`src/rtl/bcr_pkg.sv`:
```
package bcr_pkg;
  localparam int WORD_W    = 16;
  localparam int MAX_TRIES = 4;
  localparam int CNT_W     = $clog2(MAX_TRIES + 1);
  localparam int BUSY_BIT  = 3;

  typedef enum logic [1:0] {OC_CLEAN, OC_BUSY, OC_ERR, OC_TO} outcome_e;

  // Time-out outranks error, error outranks busy.
  function automatic outcome_e classify(input logic to, input logic err, input logic busy);
    if (to)        return OC_TO;
    else if (err)  return OC_ERR;
    else if (busy) return OC_BUSY;
    else           return OC_CLEAN;
  endfunction

  function automatic logic poll_miss(input logic [WORD_W-1:0] sts,
                                     input logic [WORD_W-1:0] cmp,
                                     input logic [WORD_W-1:0] mask);
    return |((sts ^ cmp) & mask);
  endfunction

  function automatic logic [CNT_W-1:0] cap_limit(input logic [CNT_W-1:0] lim);
    if (int'(lim) > MAX_TRIES) return CNT_W'(MAX_TRIES);
    return lim;
  endfunction
endpackage

```
`src/rtl/bcr_resp_timer.sv`:
```
module bcr_resp_timer #(
  parameter int WIN_W = 8
) (
  input  logic             clk,
  input  logic             rst_n,
  input  logic             arm,
  input  logic             reply,
  input  logic [WIN_W-1:0] window,
  output logic             running,
  output logic             expired
);
  logic [WIN_W-1:0] cnt_q;

  always_ff @(posedge clk) begin
    if (!rst_n) begin
      cnt_q   <= '0;
      running <= 1'b0;
      expired <= 1'b0;
    end else begin
      expired <= 1'b0;
      if (arm) begin
        cnt_q   <= '0;
        running <= 1'b1;
      end else if (running) begin
        if (reply) begin
          running <= 1'b0;
        end else if (cnt_q == window - 1'b1) begin
          expired <= 1'b1;
          running <= 1'b0;
        end else begin
          cnt_q <= cnt_q + 1'b1;
        end
      end
    end
  end
endmodule

```
`src/rtl/bcr_gap_timer.sv`:
```
module bcr_gap_timer #(
  parameter int GAP_W = 8
) (
  input  logic             clk,
  input  logic             rst_n,
  input  logic             start,
  input  logic [GAP_W-1:0] delay,
  output logic             fire
);
  logic [GAP_W-1:0] cnt_q;
  logic             run_q;

  always_ff @(posedge clk) begin
    if (!rst_n) begin
      cnt_q <= '0;
      run_q <= 1'b0;
      fire  <= 1'b0;
    end else begin
      fire <= 1'b0;
      if (start) begin
        cnt_q <= delay;
        run_q <= 1'b1;
      end else if (run_q) begin
        if (cnt_q == '0) begin
          fire  <= 1'b1;
          run_q <= 1'b0;
        end else begin
          cnt_q <= cnt_q - 1'b1;
        end
      end
    end
  end
endmodule

```
`src/rtl/bcr_judge.sv`:
```
module bcr_judge
  import bcr_pkg::*;
(
  input  logic             clk,
  input  logic             rst_n,
  input  logic             evt,
  input  outcome_e         cause,
  input  logic             en_busy,
  input  logic             en_err,
  input  logic             en_to,
  input  logic [CNT_W-1:0] lim,
  input  logic             alt_bus,
  input  logic             home_bus,
  output logic             want,
  output logic             move_on,
  output logic [CNT_W-1:0] tries_q,
  output logic             retry_go,
  output logic             bus_sel,
  output logic             irq_exhaust
);
  logic can_retry;

  always_comb begin
    unique case (cause)
      OC_BUSY: want = en_busy;
      OC_ERR:  want = en_err;
      OC_TO:   want = en_to;
      default: want = 1'b0;
    endcase
    can_retry = tries_q < lim;
    move_on   = evt && !(want && can_retry);
  end

  always_ff @(posedge clk) begin
    if (!rst_n) begin
      tries_q     <= '0;
      retry_go    <= 1'b0;
      bus_sel     <= 1'b0;
      irq_exhaust <= 1'b0;
    end else begin
      retry_go    <= 1'b0;
      irq_exhaust <= 1'b0;
      if (evt) begin
        if (want && can_retry) begin
          retry_go <= 1'b1;
          tries_q  <= tries_q + 1'b1;
          if (alt_bus) bus_sel <= ~bus_sel;
        end else begin
          tries_q     <= '0;
          irq_exhaust <= want;
          bus_sel     <= home_bus;
        end
      end
    end
  end
endmodule

```
`src/rtl/bcr_retry_poll.sv`:
```
module bcr_retry_poll
  import bcr_pkg::*;
#(
  parameter int WIN_W = 8,
  parameter int GAP_W = 8
) (
  input  logic                 clk,
  input  logic                 rst_n,
  input  logic                 rsp_arm,
  input  logic                 msg_end,
  input  logic                 msg_err,
  input  logic [WORD_W-1:0]    sts_word,
  input  logic [WIN_W-1:0]     rsp_window,
  input  logic                 en_retry_busy,
  input  logic                 en_retry_err,
  input  logic                 en_retry_to,
  input  logic [CNT_W-1:0]     retry_limit,
  input  logic                 alt_bus,
  input  logic                 home_bus,
  input  logic                 poll_mode,
  input  logic [WORD_W-1:0]    poll_cmp,
  input  logic [WORD_W-1:0]    poll_mask,
  input  logic [GAP_W-1:0]     gap_delay,
  output logic                 retry_go,
  output logic                 next_go,
  output logic                 bus_sel,
  output logic                 irq_poll,
  output logic                 irq_exhaust
);
  // Named internal events, visible to the bound checker.
  logic             to_evt;
  logic             rsp_running;
  logic             evt;
  logic             good_reply;
  logic             want;
  logic             move_on;
  logic [CNT_W-1:0] tries_q;
  logic [CNT_W-1:0] lim_eff;
  outcome_e         cause;

  assign evt        = to_evt | msg_end;
  assign good_reply = msg_end && !msg_err;
  assign lim_eff    = cap_limit(retry_limit);
  assign cause      = classify(to_evt, msg_end && msg_err, good_reply && sts_word[BUSY_BIT]);

  bcr_resp_timer #(.WIN_W(WIN_W)) u_rsp (
    .clk     (clk),
    .rst_n   (rst_n),
    .arm     (rsp_arm),
    .reply   (msg_end),
    .window  (rsp_window),
    .running (rsp_running),
    .expired (to_evt)
  );

  bcr_judge u_judge (
    .clk         (clk),
    .rst_n       (rst_n),
    .evt         (evt),
    .cause       (cause),
    .en_busy     (en_retry_busy),
    .en_err      (en_retry_err),
    .en_to       (en_retry_to),
    .lim         (lim_eff),
    .alt_bus     (alt_bus),
    .home_bus    (home_bus),
    .want        (want),
    .move_on     (move_on),
    .tries_q     (tries_q),
    .retry_go    (retry_go),
    .bus_sel     (bus_sel),
    .irq_exhaust (irq_exhaust)
  );

  bcr_gap_timer #(.GAP_W(GAP_W)) u_gap (
    .clk   (clk),
    .rst_n (rst_n),
    .start (move_on),
    .delay (gap_delay),
    .fire  (next_go)
  );

  always_ff @(posedge clk) begin
    if (!rst_n) irq_poll <= 1'b0;
    else        irq_poll <= poll_mode && good_reply && poll_miss(sts_word, poll_cmp, poll_mask);
  end
endmodule

```
`config.mk`:
```
export PLATFORM = sky130hd
export DESIGN_NAME = bcr_retry_poll
export DESIGN_NICKNAME = d
export VERILOG_FILES = /design/src/rtl/bcr_pkg.sv /design/src/rtl/bcr_resp_timer.sv /design/src/rtl/bcr_gap_timer.sv /design/src/rtl/bcr_judge.sv /design/src/rtl/bcr_retry_poll.sv
export SDC_FILE = /design/constraint.sdc
export NUM_CORES = 1
export LEC_CHECK = 0
export CAP_MARGIN = 20
export CORE_ASPECT_RATIO = 0.75
export CORE_UTILIZATION = 35
export DETAILED_ROUTE_END_ITERATION = 10
export PLACE_DENSITY = 0.7
export REMOVE_ABC_BUFFERS = 1
export SYNTH_ARGS = -nofsm -noshare
export SYNTH_HDL_FRONTEND = slang
export SYNTH_SLANG_ARGS = --single-unit
```
`constraint.sdc`:
```
create_clock -name clk -period 3.7 [get_ports clk]
set_clock_uncertainty 0.05 [all_clocks]
set_input_delay 0.74 -clock clk [delete_from_list [all_inputs] [get_ports clk]]
set_output_delay 0.74 -clock clk [all_outputs]
set_load 0.01 [all_outputs]
```
==> results.md <==
- DP Wirelength: 3800 um
- Gpl congestion: 0.790
- Status: finished, violations left
- Post-synth top area share: 0.303
- Root buffer cell: clkbuf_8
- Worst setup path endpoint: u_rsp.cnt_q[5]
- Routed WL: 4600 um
- Most frequent cell after synthesis: dfxtp_1
- Failing checks: design-rule violations
- Post-synthesis to final-layout area growth: 51.6%
- Total number of vias: 1,781
- Synth area leader: dfxtp_1
- First DRT Iteration DRCs: 41
- Mapped Cells: 217
- Die Height: 63.9 um
- Setup TNS: 0 ps
- Critical R2R Launch: u_judge.tries_q[0]
- Final core utilization: 0.553
- Total CTS buffers: 3
- Drt pass-1 iters: 7
- Largest stage delay on the critical path: 550 ps
- Diode count: 0
- Seq/Total Area, Yosys: 0.303
- Fin Hold WS: 460 ps
- Initial antenna violation count: 0
- Max-Cap Viols: 0
- Pin count of the biggest net entering global routing: 18
- Crit-path cells: clkdlybuf4s50_1 > inv_1 > ha_1 > nand2b_1 > a21o_1 > a31oi_1 > nor2_1 > and3_4 > or4_1 > nand2_1
- Initial core utilization: 0.364
- Worst path slowest cell: clkdlybuf4s50_1
- Setup Buffers After CTS: 0
- Clock sinks: 27
- ANT nets after route: 0
- Rows: 22
- Vias in the first global route: 1,721
- # resized after CTS: 0
- Core ar.: 4900 um2
- Critical path fanouts, max: 8
- Async SR Flop Fraction: 0
- Hold WC Path Type: register to register
- RSZ-0062 raised after global routing: false
- Global-route wire length before repair: 7970 um
- CTS tree: done
- Fin nets: 384
- Worst-path clk slew: 100 ps
- Slew margin rel.: 0.584
- Power consumption: 687 uW
- Io pins: 83
- Capturing point of the worst reg2reg path: u_gap.cnt_q[1]
- EDFF count, synth: 0
- All-Layer GR Usage: 0.183
- Most frequent cells after synthesis: 27 x dfxtp_1, 23 x xor2_1, 19 x nor2_1
- CTS H-tree depth: 1
- VDD IR-drop max: 0.165 mV
- Post-synth top flop: dfxtp_1
- Worst Setup SP: rsp_window[0]
- Buffers on Ports: 82
- Clock Tree Buf Depth: 2
- Unique cell type count in the Yosys netlist: 42
- Worst skew pair latency: 270 ps
- Crit share post-route: 0.782
- CP required: 3880 ps
- Hold Fails Final Rpt: 0
- WS Path Type: primary input to register
- Max-slew violation count: 0
- Share of layout cells above drive strength 1: 0.0369
- Pwr/cell area: 254 nW/um2
- Die area: 5390 um2
- FF+latch count, synth: 27
- Final setup vio count: 0
- Fmax: 346 MHz
- Syn_area_per_cell: 8.23 um2
- Final Critical Period: 2890 ps
- Synth warn: 0
- Synth area leaders: dfxtp_1 30%, xor2_1 11%, ha_1 4.9%
- FILL cells: 465
- Worst R2R Setup Slack: 1430 ps
- Setup crit start kind: primary input
- Vias per cell: 4.97
- Least-Margin Pin Slew: 624 ps
- # DRC: 2
- Crit path capture type: register
- Drt wl/cell: 12.9 um
- R2R depth: 6
- Leak: 0.00106 uW
- Crit path DAT: 3070 ps
- Hold buffers post-CTS: 0
- DIE WIDTH: 84.5 um
- Global route total overflow: 0
- Synthesized cell area: 1790 um2
-- critical path, delay by kind of cell --
| family | cells | cell delay (ps) |
|---|---|---|
| fa+ha+maj | 1 | 280 |
| simple gates | 5 | 1040 |
| compound gates | 2 | 390 |
| buf+inv | 2 | 620 |
-- flip-flops by register name (all words and copies together), names as in the netlist --
register	cells
irq_poll	1
u_gap.cnt_q	8
u_gap.fire	1
u_gap.run_q	1
u_judge.bus_sel	1
u_judge.irq_exhaust	1
u_judge.retry_go	1
u_judge.tries_q	3
u_rsp.cnt_q	8
u_rsp.expired	1
u_rsp.running	1
-- routing by layer --
layer | GRT usage | vias up | share of wire
li1 | - | 949 | -
met1 | 0.247 | 799 | 0.50
met2 | 0.301 | 29 | 0.46
met3 | 0.0401 | 4 | 0.029
met4 | 0.0403 | 0 | 0.0078
met5 | 0 | - | 0
-- cells by family after synthesis --
family	after synthesis	share of synthesized area
AND/OR/NAND/NOR	83	0.252
multiplexers	5	0.0280
adder cells (fa/ha/maj)	7	0.0491
XOR/XNOR	33	0.166
buffers and inverters	13	0.0280
AO/OA/AOI/OAI	49	0.174
flip-flops	27	0.303
-- report_power, final --
part	switching [uW]	leakage, uW	internal [uW]
clock	94.5	0.0000255	75.6
sequential	10.8	0.000221	304
combinational	76.7	0.000816	126
total	182	0.00106	505
-- layout by cell type (no fill, tap or decap), drive strengths merged, types with 6 or more instances in the layout --
cell / instances
ha: 7
nor4: 6
inv: 8
nand4: 6
a22oi: 8
dfxtp: 27
a21oi: 14
nand2: 18
xnor2: 9
xor2: 24
clkdlybuf4s50: 82
nor2: 19
o21ai: 13
-- through the flow --
stage                     cells  cell area, um2  worst slack [ps]
after global routing        358            2710               584
after global placement      354            2660               555
after floorplan             212            1770              1190
final                       358            2710               806
after CTS                   358            2710               801
after detailed placement    354            2660               508
-- cell type report --
class	instances	area [um2]	share of cell area
well taps	60	75.1	0.0277
clock inverters	1	5.00	0.00185
flip-flops and latches	27	541	0.200
inverters	8	30.0	0.0111
repair buffers	82	821	0.303
clock buffers	3	41.3	0.0152
multi-input cells	177	1190	0.441
-- worst min path at each step --
stage	endpoint	from	cells after the start	slack, ps
final	u_gap.fire	u_gap.run_q	1	460
after floorplan	u_judge.tries_q[2]	u_judge.tries_q[2]	2	410
after CTS	u_gap.fire	u_gap.run_q	1	460
after detailed placement	u_gap.fire	u_gap.run_q	1	440
after global placement	u_judge.tries_q[2]	u_judge.tries_q[2]	2	430
after global routing	u_gap.fire	u_gap.run_q	1	480
No activity file was read; power rests on OpenSTA's default activity.
